File: src/rtl/npc_pkg.sv
package npc_pkg;

  localparam int XLEN     = 32;
  localparam int IDX_W    = 5;
  localparam int D22_W    = 22;
  localparam int D30_W    = 30;
  localparam int COND_W   = 4;

  localparam logic [1:0] OP_BRSET = 2'b00;
  localparam logic [1:0] OP_CALL  = 2'b01;
  localparam logic [1:0] OP_ALU   = 2'b10;

  localparam logic [2:0] SUB_BRANCH = 3'b010;
  localparam logic [2:0] SUB_SETHI  = 3'b100;
  localparam logic [5:0] ALU_JMPL   = 6'b111000;

  localparam logic [COND_W-1:0] CND_EQ  = 4'b0001;
  localparam logic [COND_W-1:0] CND_CS  = 4'b0101;
  localparam logic [COND_W-1:0] CND_NEG = 4'b0110;
  localparam logic [COND_W-1:0] CND_VS  = 4'b0111;
  localparam logic [COND_W-1:0] CND_ALW = 4'b1000;

  typedef enum logic [2:0] {
    FK_SEQ,
    FK_BRANCH,
    FK_CALL,
    FK_JMPL,
    FK_SETHI
  } flow_kind_e;

  // Sign-extended branch displacement in bytes.
  function automatic logic [XLEN-1:0] br_offset(input logic [D22_W-1:0] d);
    return {{(XLEN-D22_W-2){d[D22_W-1]}}, d, 2'b00};
  endfunction

  // Call displacement in bytes; the shift fills the full word.
  function automatic logic [XLEN-1:0] call_offset(input logic [D30_W-1:0] d);
    return {d, 2'b00};
  endfunction

endpackage

File: src/rtl/npc_decode.sv
module npc_decode
  import npc_pkg::*;
(
  input  logic [XLEN-1:0]   instr,
  output flow_kind_e        kind,
  output logic [COND_W-1:0] cond,
  output logic [IDX_W-1:0]  rd,
  output logic [D22_W-1:0]  d22,
  output logic [D30_W-1:0]  d30
);

  logic [1:0] op;
  logic [2:0] sub2;
  logic [5:0] sub3;

  assign op   = instr[31:30];
  assign sub2 = instr[24:22];
  assign sub3 = instr[24:19];
  assign cond = instr[28:25];
  assign rd   = instr[29:25];
  assign d22  = instr[D22_W-1:0];
  assign d30  = instr[D30_W-1:0];

  always_comb begin
    kind = FK_SEQ;
    unique case (op)
      OP_CALL:  kind = FK_CALL;
      OP_BRSET: begin
        if (sub2 == SUB_BRANCH)     kind = FK_BRANCH;
        else if (sub2 == SUB_SETHI) kind = FK_SETHI;
      end
      OP_ALU:   if (sub3 == ALU_JMPL) kind = FK_JMPL;
      default:  kind = FK_SEQ;
    endcase
  end

endmodule

File: src/rtl/npc_cond.sv
module npc_cond
  import npc_pkg::*;
(
  input  logic [COND_W-1:0] cond,
  input  logic              f_n,
  input  logic              f_z,
  input  logic              f_c,
  input  logic              f_v,
  output logic              taken
);

  always_comb begin
    unique case (cond)
      CND_EQ:  taken = f_z;
      CND_NEG: taken = f_n;
      CND_CS:  taken = f_c;
      CND_VS:  taken = f_v;
      CND_ALW: taken = 1'b1;
      default: taken = 1'b0;
    endcase
  end

endmodule

File: src/rtl/npc_target.sv
module npc_target
  import npc_pkg::*;
(
  input  flow_kind_e       kind,
  input  logic             br_taken,
  input  logic [XLEN-1:0]  pc,
  input  logic [D22_W-1:0] d22,
  input  logic [D30_W-1:0] d30,
  input  logic [XLEN-1:0]  jmp_sum,
  output logic [XLEN-1:0]  next_pc
);

  localparam logic [XLEN-1:0] STEP = XLEN'(4);

  logic [XLEN-1:0] offset;
  logic [XLEN-1:0] rel_target;

  // One shared adder: the offset mux picks the step or a displacement.
  always_comb begin
    offset = STEP;
    if (kind == FK_CALL)                 offset = call_offset(d30);
    else if (kind == FK_BRANCH && br_taken) offset = br_offset(d22);
  end

  assign rel_target = pc + offset;
  assign next_pc    = (kind == FK_JMPL) ? jmp_sum : rel_target;

endmodule

File: src/rtl/next_pc_unit.sv
module next_pc_unit
  import npc_pkg::*;
#(
  parameter logic [31:0] RESET_PC = 32'd2048,
  parameter int          LINK_REG = 15
) (
  input  logic        clk,
  input  logic        rst_n,
  input  logic        adv_en,
  input  logic [31:0] instr,
  input  logic        flag_n,
  input  logic        flag_z,
  input  logic        flag_c,
  input  logic        flag_v,
  input  logic [31:0] jmp_sum,
  output logic [31:0] pc,
  output logic [31:0] next_pc,
  output logic        link_we,
  output logic [4:0]  link_idx,
  output logic [31:0] link_val
);

  localparam logic [IDX_W-1:0] LINK_IDX = IDX_W'(LINK_REG);

  flow_kind_e        kind;
  logic [COND_W-1:0] cond;
  logic [IDX_W-1:0]  rd;
  logic [D22_W-1:0]  d22;
  logic [D30_W-1:0]  d30;
  logic              br_taken;

  // Named internal events for the checks below.
  logic ev_call, ev_jmpl, ev_branch, ev_br_skip;

  npc_decode u_dec (
    .instr (instr),
    .kind  (kind),
    .cond  (cond),
    .rd    (rd),
    .d22   (d22),
    .d30   (d30)
  );

  npc_cond u_cond (
    .cond  (cond),
    .f_n   (flag_n),
    .f_z   (flag_z),
    .f_c   (flag_c),
    .f_v   (flag_v),
    .taken (br_taken)
  );

  npc_target u_tgt (
    .kind     (kind),
    .br_taken (br_taken),
    .pc       (pc),
    .d22      (d22),
    .d30      (d30),
    .jmp_sum  (jmp_sum),
    .next_pc  (next_pc)
  );

  assign ev_call    = (kind == FK_CALL);
  assign ev_jmpl    = (kind == FK_JMPL);
  assign ev_branch  = (kind == FK_BRANCH);
  assign ev_br_skip = ev_branch && !br_taken;

  always_ff @(posedge clk or negedge rst_n) begin
    if (!rst_n)      pc <= RESET_PC;
    else if (adv_en) pc <= next_pc;
  end

  assign link_we  = ev_call || (ev_jmpl && rd != '0);
  assign link_idx = ev_call ? LINK_IDX : rd;
  assign link_val = pc;

  p_hold_r1: assert property (@(posedge clk) disable iff (!rst_n)
    !adv_en |=> pc == $past(pc));

  p_load_r2: assert property (@(posedge clk) disable iff (!rst_n)
    adv_en |=> pc == $past(next_pc));

  p_call_link_r4: assert property (@(posedge clk) disable iff (!rst_n)
    ev_call |-> (link_we && link_idx == LINK_IDX && link_val == pc));

  p_always_r5: assert property (@(posedge clk) disable iff (!rst_n)
    (ev_branch && cond == CND_ALW) |-> next_pc == pc + br_offset(d22));

  p_skip_r6: assert property (@(posedge clk) disable iff (!rst_n)
    ev_br_skip |-> next_pc == pc + 32'd4);

  p_zero_rd_r7: assert property (@(posedge clk) disable iff (!rst_n)
    (ev_jmpl && rd == '0) |-> !link_we);

  p_jmp_tgt_r7: assert property (@(posedge clk) disable iff (!rst_n)
    ev_jmpl |-> next_pc == jmp_sum);

  p_nolink_r8: assert property (@(posedge clk) disable iff (!rst_n)
    (!ev_call && !ev_jmpl) |-> !link_we);

endmodule

File: config.mk
export PLATFORM = sky130hd
export DESIGN_NAME = next_pc_unit
export DESIGN_NICKNAME = d
export VERILOG_FILES = /design/src/rtl/npc_pkg.sv /design/src/rtl/npc_decode.sv /design/src/rtl/npc_cond.sv /design/src/rtl/npc_target.sv /design/src/rtl/next_pc_unit.sv
export SDC_FILE = /design/constraint.sdc
export NUM_CORES = 1
export LEC_CHECK = 0
export ABC_AREA = 1
export BUFFER_PORTS_ARGS = -buffer_cell sky130_fd_sc_hd__buf_2
export CAP_MARGIN = 15
export CORE_ASPECT_RATIO = 0.75
export CORE_MARGIN = 2
export CORE_UTILIZATION = 25
export CTS_CLUSTER_DIAMETER = 100
export DETAILED_ROUTE_END_ITERATION = 8
export PLACE_DENSITY_LB_ADDON = 0.08
export SLEW_MARGIN = 40
export SYNTH_ARGS = -nofsm -noshare
export SYNTH_HDL_FRONTEND = slang
export SYNTH_SLANG_ARGS = --single-unit
File: constraint.sdc
create_clock -name clk -period 2.7 [get_ports clk]
set_clock_uncertainty 0.05 [all_clocks]
set_input_delay 0.135 -clock clk [delete_from_list [all_inputs] [get_ports clk]]
set_output_delay 0.135 -clock clk [all_outputs]
set_load 0.02 [all_outputs]
==> impl_metrics.ini, run 1 <==
[run_status]
run_status = finished, violations left
violations = setup timing

[timing]
finalHoldViolations = 0
max_slew.worst_pin.slew_ns = 0.660
setup_viol = 23
fmax_ghz = 0.347
rsz0062_at_grt = yes
hold_ws_ns = 0.0680
maxSlewHeadroom = 0.560
setup_slack_ns = -0.178
fin_crit_ns = 2.88
period_share = 1.07
slew_violations = 0
tns_ns = -2.03

[floorplanning]
core_sq_um = 16700
die_w_um = 154
die-area_sq_um = 18000
die_h_um = 117
rows = 41
pin_count = 173
start_util = 0.253

[detailed_routing]
ant_nets = 0
drc = 0
avgRoutedWirePerCell_um = 14.3
wl_um = 17500
drt-initial-drc-count = 202
vias = 5513
dr.pass1.iters = 4
routed_via_density = 4.49

[placement]
gp_congestion = 0.848
post_dp_cell_area_sq_um = 5940
hpwl_um = 13300
portBuffers = 172

[setup_path]
setup.worst_path.end_class = output pin
cp-start-kind = input port
required_ns = 2.52
crit_chain = buf_6, nor2_4, nand2_1, nand2_1, nand2_2, nand2_1, nand2_1, nand2_2, clkinv_4, buf_12, nor2_4, ha_4, nand2_4, inv_2, nand2_2, nand2_2, buf_6, a21oi_4, nand2_4, buf_6, nand2_4, nand3_4, a31oi_4, buf_6
path_max_fanout = 7
cpPeakStageDelay_ns = 0.24
slowest_stage = ha_4
worstSetupPathType = input port to output pin
worstPathArrival_ns = 2.69

[yosys]
synth_edf_count = 0
yosysTopAreaCell = nand2_1
synth_fp_nets = 819
ys_warn_count = 0
async_reset_ff_frac = 1.00
ys_top_cells_by_area = nand2_1 21%, dfrtp_1 18%, ha_1 8.9%
post-synth-top-area-fraction = 0.212
syn_inst = 717
synth.ff_latch_count = 32
ys_seq_area_frac = 0.190
syn-cell-area_sq_um = 4220
postSynthAreaPerCell_sq_um = 5.89
synthFlopType = dfrtp_1
synth.distinct_cells = 40

[clocking]
clkTransAtPathRegs_ns = 0.06
cts_buffers = 5
htreeDepth = 2
cts_max_path_buffers = 2
cts-root-buf = clkbuf_16
clk_latency_ns = 0.29
cts.sinks = 32
cts_tree = yes

[grt]
grt-ovfl-total = 0
grt_pass1_vias = 5342
grt.total_usage = 0.192
grt_pass1_wl_um = 27300
grt_start_max_net_pins = 40
grt_antenna_before_repair = 0

[hold_path]
hp-class = input port to flop

[layout]
finalNetCount = 1115
num-fill-cells = 1734
area_delta_synth_final_pct = 87.1
multiInputGateArea_sq_um = 3960
drive_above_1_share = 0.583
final_area_sq_um = 7900
diodes = 0
fin_util = 0.474
largest_reg_flops = 32
seq_area_sq_um = 802

[pwr]
power.density_nw_per_um2 = 972
peakVddDrop_mv = 0.582
p_total_mw = 7.68
p_leak_nw = 4.10

[run]
max_cap_viol_count = 0
-- layer usage --
layer / part of all wire / track usage / wire, um / up-vias
met1: 0.54 / 0.293 / 9460 / 2523
li1: - / - / - / 2840
met2: 0.41 / 0.290 / 7180 / 137
met3: 0.043 / 0.0323 / 755 / 13
met5: 0 / 0 / 0 / -
met4: 0.0066 / 0.0206 / 116 / 0
-- path summary, 6_finish.rpt --
path                              startpoint            to  slack [ns]  cells past startpoint
worst min-delay path             jmp_sum[25]  link_val[25]        0.07                      3
min in group asynchronous              rst_n  link_val[13]        0.29                      2
worst max register to register  link_val[11]  link_val[20]        0.47                     13
max in group asynchronous              rst_n  link_val[11]        1.96                      2
worst max-delay path               instr[28]   next_pc[23]       -0.18                     24
worst min register to register  link_val[11]  link_val[11]        0.45                      2
-- critical path, delay by kind of cell --
kind,cells,cell delay (ns)
AOI/OAI and AO/OA,2,0.32
adders and majority gates,1,0.24
buffers and inverters,7,0.84
and+or+nand+nor,14,1.13
-- cell families after synthesis --
| group | after synthesis | share of synthesized area |
|---|---|---|
| compound gates | 91 | 0.126 |
| xor+xnor | 12 | 0.0249 |
| fa+ha+maj | 31 | 0.0937 |
| buf+inv | 145 | 0.164 |
| flops | 32 | 0.190 |
| simple gates | 406 | 0.401 |
-- cells in the mapped netlist, types with 7 or more instances --
library cell,instances
nand4_1,10
nor2_1,79
nand2_1,238
nor3_1,7
ha_1,30
inv_1,96
o21ai_1,7
xnor2_1,8
a31oi_1,7
dfrtp_1,31
o21ai_0,19
buf_4,35
a21oi_1,37
nand3_1,47
or2_2,8
-- cells in the final DEF (no fill, tap or decap), drive strengths merged --
master / n
o21a: 6
nor2: 82
buf: 334
a31oi: 9
dlygate4sd3: 1
nand3: 47
dfstp: 1
dfrtp: 31
or2: 9
ha: 30
o211ai: 4
and2: 3
clkinv: 3
nand2: 243
o21ai: 28
a21oi: 37
a21o: 1
a21boi: 3
inv: 97
nand3b: 1
clkbuf: 6
nand4: 10
clkinvlp: 1
nor3: 9
nor4: 2
xor2: 4
o21bai: 3
fa: 1
xnor2: 8
-- final cells by class --
cell class | count | area share
Clock buffer | 6 | 0.0176
Clock inverter | 2 | 0.00127
Inverter | 99 | 0.0488
Multi-Input combinational cell | 540 | 0.502
Sequential cell | 32 | 0.102
Tap cell | 215 | 0.0341
Timing Repair Buffer | 335 | 0.295
-- timing repair --
item                                    CTS  global route
hold buffers                              1             0
endpoints found under the setup margin   32            34
buffers inserted                         40            10
resized for setup                       215           143
endpoints found under the hold margin    31             0
pin swaps                               100            97
gates cloned                              1             0
-- per-stage QoR --
| stage | std cells | setup slack [ns] |
|---|---|---|
| floorplan | 717 | 0.0369 |
| global placement | 1175 | -0.454 |
| detailed placement | 1175 | -0.478 |
| CTS | 1224 | -0.176 |
| global route | 1229 | -0.333 |
| finish | 1229 | -0.178 |
-- report_power, final --
group	leakage [nW]	internal [mW]	total (mW)	switching [mW]
logic	3.63	2.77	6.00	3.22
clock network	0.0766	0.364	0.609	0.244
registers	0.391	0.700	1.08	0.376
total	4.10	3.84	7.68	3.84
Power figures use the tool's default switching activity.
==> run 2, diff against run 1 <==
- PLACE_DENSITY_LB_ADDON: 0.08 -> default
- clock period: 2.7 -> 2.5 ns (I/O delays scaled with it)
==> run 2 against run 1 <==
The flow still finishes with violations (setup timing). Via count up 2.6%. Die area unchanged. Combinational power up 11%. First-iteration DRC count up 38%. Power up 12%. Worst setup slack worse by 0.23 ns. Sequential power up 8%. Core utilization up 0.78 points. Sequential cell count unchanged. Critical endpoint is now next_pc[27]. Largest cell class unchanged. Highest routed layer unchanged.
==> impl_metrics.ini, run 2 (synthesis results as in run 1) <==
[run_status]
run_status = finished, violations left
violations = setup timing

[grt]
grt_antenna_before_repair = 0
grtUsageMet3 = 0.0334
grt.met2_usage = 0.281
grt_pass1_wl_um = 26800
grt_start_max_net_pins = 40
grt_pass1_vias = 5138
gr-usage-met1 = 0.288
grt.total_usage = 0.189
busiest_layer = met1
grt-ovfl-total = 0

[layout]
drive_above_1_share = 0.589
num-fill-cells = 1592
largest_reg_flops = 32
layout_commonest_cell = nand2_1
fin_util = 0.482
diodes = 0
mostFrequentLayoutCells = 172 x nand2_1, 143 x buf_2, 130 x buf_4, 82 x inv_1, 56 x nand2_2
final_cells = 1221
final_area_sq_um = 8030
finalNetCount = 1107
area_delta_synth_final_pct = 90.2

[detailed_routing]
drc = 0
drt-initial-drc-count = 278
dr.pass1.iters = 5
ant_nets = 0
avgRoutedWirePerCell_um = 15.0
vias = 5654
routed_via_density = 4.63
wl_um = 18300

[timing]
setup_viol = 29
fmax_ghz = 0.343
setup_slack_ns = -0.411
period_share = 1.16
finalHoldViolations = 0
rsz0062_at_grt = yes
slew_violations = 0
max_slew.worst_pin.slew_ns = 0.790
maxSlewHeadroom = 0.473
fin_crit_ns = 2.91

[clocking]
cts-root-buf = clkbuf_16
cts_max_path_buffers = 2
cts_buffers = 5
cts_tree = yes
htreeDepth = 2
clkTransAtPathRegs_ns = 0.06
cts.sinks = 32
clk_latency_ns = 0.29

[setup_path]
required_ns = 2.33
cpPeakStageDelay_ns = 0.23
setup.worst_path.end_class = output pin
worstPathArrival_ns = 2.74
crit_top_cell = nand2_1
reg2reg_depth = 14
slowest_stage = ha_4
worstSetupPathType = input port to output pin
cp-start-kind = input port
path_max_fanout = 6

[floorplanning]
rows = 41
die_h_um = 117
pin_count = 173
die-area_sq_um = 18000
core_sq_um = 16700
die_w_um = 154
start_util = 0.253

[placement]
hpwl_um = 13100
place_ws_ns = -0.703
portBuffers = 172
dp_cells = 1164
post_dp_cell_area_sq_um = 5920
gp_congestion = 0.865

[hold_path]
hold_depth = 3
hp-class = input port to flop

[pwr]
power.density_nw_per_um2 = 1070
p_leak_nw = 4.14
peakVddDrop_mv = 0.556
p_total_mw = 8.58

[run]
max_cap_viol_count = 0
==> run 2: per-stage QoR <==
step | TNS (ns) | hold slack [ns]
floorplan | -0.00302 | -0.221
global placement | -19.21 | 0.205
detailed placement | -20.80 | 0.217
CTS | -6.60 | 0.0415
global route | -10.81 | 0.0578
finish | -7.14 | 0.0485
==> run 2: where the power goes <==
group	switching [mW]	total, mW	internal [mW]
registers	0.411	1.17	0.756
logic	3.60	6.69	3.08
clock network	0.255	0.724	0.469
==> run 2: timing repair <==
action                                  CTS  global route
resized for setup                       153           223
setup buffers                            23            25
hold buffers                              1             0
pin swaps                                52            38
endpoints found under the setup margin   48            52
endpoints found under the hold margin    31             0
gates cloned                              2             0
==> run 2: path summary, 6_finish.rpt <==
check | end | start | slack [ns]
worst max-delay path | next_pc[27] | instr[27] | -0.41
worst min-delay path | link_val[2] | jmp_sum[2] | 0.05
worst max register to register | link_val[24] | link_val[2] | 0.23
worst min register to register | link_val[11] | link_val[11] | 0.46
max in group asynchronous | link_val[11] | rst_n | 1.77
min in group asynchronous | link_val[1] | rst_n | 0.27
==> run 2: area by class of cell <==
type                       count  area (sq um)  area share
sequential                    32           802      0.0999
tap                          215           269      0.0335
multi-input combinational    540          4050       0.504
clock buffer                   6           129      0.0160
clock inverter                 2          35.0     0.00436
timing repair buffer         327          2350       0.293
inverter                      99           395      0.0492
==> run 2: worst max-delay path: cells and delay by family <==
| family | cells | cell delay (ns) |
|---|---|---|
| buffers and inverters | 8 | 0.76 |
| adders and majority gates | 1 | 0.23 |
| AOI/OAI and AO/OA | 1 | 0.16 |
| and+or+nand+nor | 16 | 1.43 |
==> run 2: layer usage <==
layer,vias to the layer above,part of all wire
met5,-,0
met4,0,0.0079
met3,16,0.064
met2,197,0.44
met1,2607,0.49
li1,2834,-
==> run 3, diff against run 2 <==
--- a/config.mk
+++ b/config.mk
@@ -11,7 +11,8 @@
 export CORE_ASPECT_RATIO = 0.75
 export CORE_MARGIN = 2
-export CORE_UTILIZATION = 25
+export CORE_UTILIZATION = 34
 export CTS_CLUSTER_DIAMETER = 100
 export DETAILED_ROUTE_END_ITERATION = 8
+export REMOVE_ABC_BUFFERS = 1
 export SLEW_MARGIN = 40
 export SYNTH_ARGS = -nofsm -noshare
==> constraint.sdc (replaced) <==
create_clock -name clk -period 2.5 [get_ports clk]
set_clock_uncertainty 0.05 [all_clocks]
set_input_delay 0.5 -clock clk [delete_from_list [all_inputs] [get_ports clk]]
set_output_delay 0.5 -clock clk [all_outputs]
set_load 0.02 [all_outputs]
==> run 3 against run 2 <==
Cell area rose by 13%. Register-to-register slack got worse by 0.28 ns. The flow still finishes with violations (setup timing). Global-route usage rose by 7.6 points. Fmax fell by 24%. First-iteration DRC count rose by 65%. Critical endpoint is now next_pc[29]. Core utilization rose by 26 points. Routed wire length rose by 16%. Cell count rose by 0.98%. Clock power barely moved. Largest cell class unchanged. Critical path depth fell by 4. Sequential power fell by 10%. Power rose by 18%.
==> impl_metrics.ini, run 3 (synthesis results as in run 1) <==
[run]
max_cap_viol_count = 0

[layout]
largest_reg_flops = 32
finalNetCount = 1168
drive_above_1_share = 0.671
multiInputGateArea_sq_um = 4520
layout_commonest_cell = buf_4
final_cells = 1233
seq_area_sq_um = 802
mostFrequentLayoutCells = 173 x buf_4, 139 x nand2_1, 137 x buf_2, 79 x inv_1, 75 x nand2_2
num-fill-cells = 808
area_delta_synth_final_pct = 114
fin_util = 0.740
diodes = 0

[run_status]
run_status = finished, violations left
violations = setup timing

[setup_path]
setup.worst_path.end_class = output pin
rr_endpoint = link_val[4]
worstSetupPathType = input port to output pin
path_max_fanout = 5
cp-start-kind = input port
required_ns = 1.95
reg2reg_depth = 16
endpoint = next_pc[29]
startpoint = instr[27]
r2r_start = link_val[2]
rrSetupSlack_ns = -0.05
worstPathArrival_ns = 3.26

[detailed_routing]
avgRoutedWirePerCell_um = 17.2
routed-wl-met2_um = 10100
wl_met3_um = 1440
drc = 0
drt-initial-drc-count = 458
wl_um = 21200
dr.pass1.iters = 5
maxUsedRoutingLayer = met4
wl_met1_um = 8970
routed_via_density = 5.09
vias = 6273
ant_nets = 0

[timing]
max_slew.worst_pin.slew_ns = 0.715
rsz0062_at_grt = yes
fmax_ghz = 0.263
period_share = 1.52
finalHoldViolations = 0
fin_crit_ns = 3.81
slew_violations = 0
maxSlewHeadroom = 0.523
setup_viol = 62
setup_slack_ns = -1.31

[clocking]
ctsHoldBuffers = 0
cts_buffers = 5
cts.sinks = 32
clkTransAtPathRegs_ns = 0.06
cts-root-buf = clkbuf_16
cts_tree = yes
htreeDepth = 2
cts_max_path_buffers = 2
clk_latency_ns = 0.29

[floorplanning]
rows = 35
start_util = 0.346
core_sq_um = 12200
die-area_sq_um = 13300
pin_count = 173
die_h_um = 101
die_w_um = 133

[pwr]
peakVddDrop_mv = 0.902
p_total_mw = 10.2
p_leak_nw = 4.67
power.density_nw_per_um2 = 1120

[placement]
hpwl_um = 11800
portBuffers = 172
gp_congestion = 0.911
dp_cells = 1153
place_ws_ns = -1.30

[grt]
grt-ovfl-total = 0
grt_start_max_net_pins = 40
grt_pass1_wl_um = 28600
grt_pass1_vias = 5853
grt_antenna_before_repair = 0
grt.total_usage = 0.265

[hold_path]
hp-class = input port to async pin
run 3: changes by cell type in the layout (fill, tap and decap cells not counted), sizes merged:
cell | before | now
buf | 326 | 388
dlygate4sd3 | 1 | 0
run 3: per-stage QoR:
step                      setup TNS, ns  instance area (sq um)  hold WS, ns
after detailed placement         -50.41                   6060        0.529
final                            -44.72                   9040        0.106
after CTS                        -31.66                   8100        0.261
after floorplan                  -44.11                   3900        0.154
after global routing             -49.89                   9040        0.137
after global placement           -49.17                   6060        0.512
run 3: how the worst min path moves through the flow:
stage / end / slack (ns) / cells past startpoint
after CTS: link_val[10] / 0.26 / 1
after detailed placement: link_val[7] / 0.53 / 3
after global placement: link_val[31] / 0.51 / 2
after global routing: link_val[10] / 0.14 / 1
final: link_val[13] / 0.11 / 1
after floorplan: link_val[0] / 0.15 / 0
run 3: cell type report:
| cell class | count | share of cell area |
|---|---|---|
| Clock buffer | 6 | 0.0143 |
| Clock inverter | 2 | 0.00388 |
| Inverter | 99 | 0.0443 |
| Multi-Input combinational cell | 540 | 0.500 |
| Sequential cell | 32 | 0.0888 |
| Tap cell | 166 | 0.0230 |
| Timing Repair Buffer | 388 | 0.325 |
run 3: layer usage:
layer | vias to the layer above | GRT usage
met4 | 0 | 0.0513
met3 | 65 | 0.0407
met1 | 2935 | 0.367
met2 | 317 | 0.444
met5 | - | 0
li1 | 2956 | -
run 3: what timing repair did:
action,CTS,global route
resized for setup,348,197
gates cloned,3,0
buffers inserted,62,33
pin swaps,104,115
endpoints found under the setup margin,60,62
run 3: worst max-delay path, cell delays in order:
cell	delay, ns
buf_8	0.11
inv_4	0.05
nand2_2	0.05
nand2_1	0.06
nand3_1	0.08
nor2_1	0.17
nand2_2	0.11
nand2_4	0.13
clkinv_8	0.11
buf_12	0.17
buf_6	0.12
nor2_4	0.09
ha_4	0.21
nand2_2	0.13
nor2_4	0.16
inv_1	0.10
nor3_2	0.25
nand2_2	0.11
nand3_1	0.13
nand3_2	0.13
o21a_1	0.13
buf_2	0.15
run 3: report_power, final:
group	internal (mW)	switching, mW	total (mW)
Sequential	0.757	0.289	1.05
Clock	0.469	0.258	0.727
Combinational	4.02	4.36	8.38
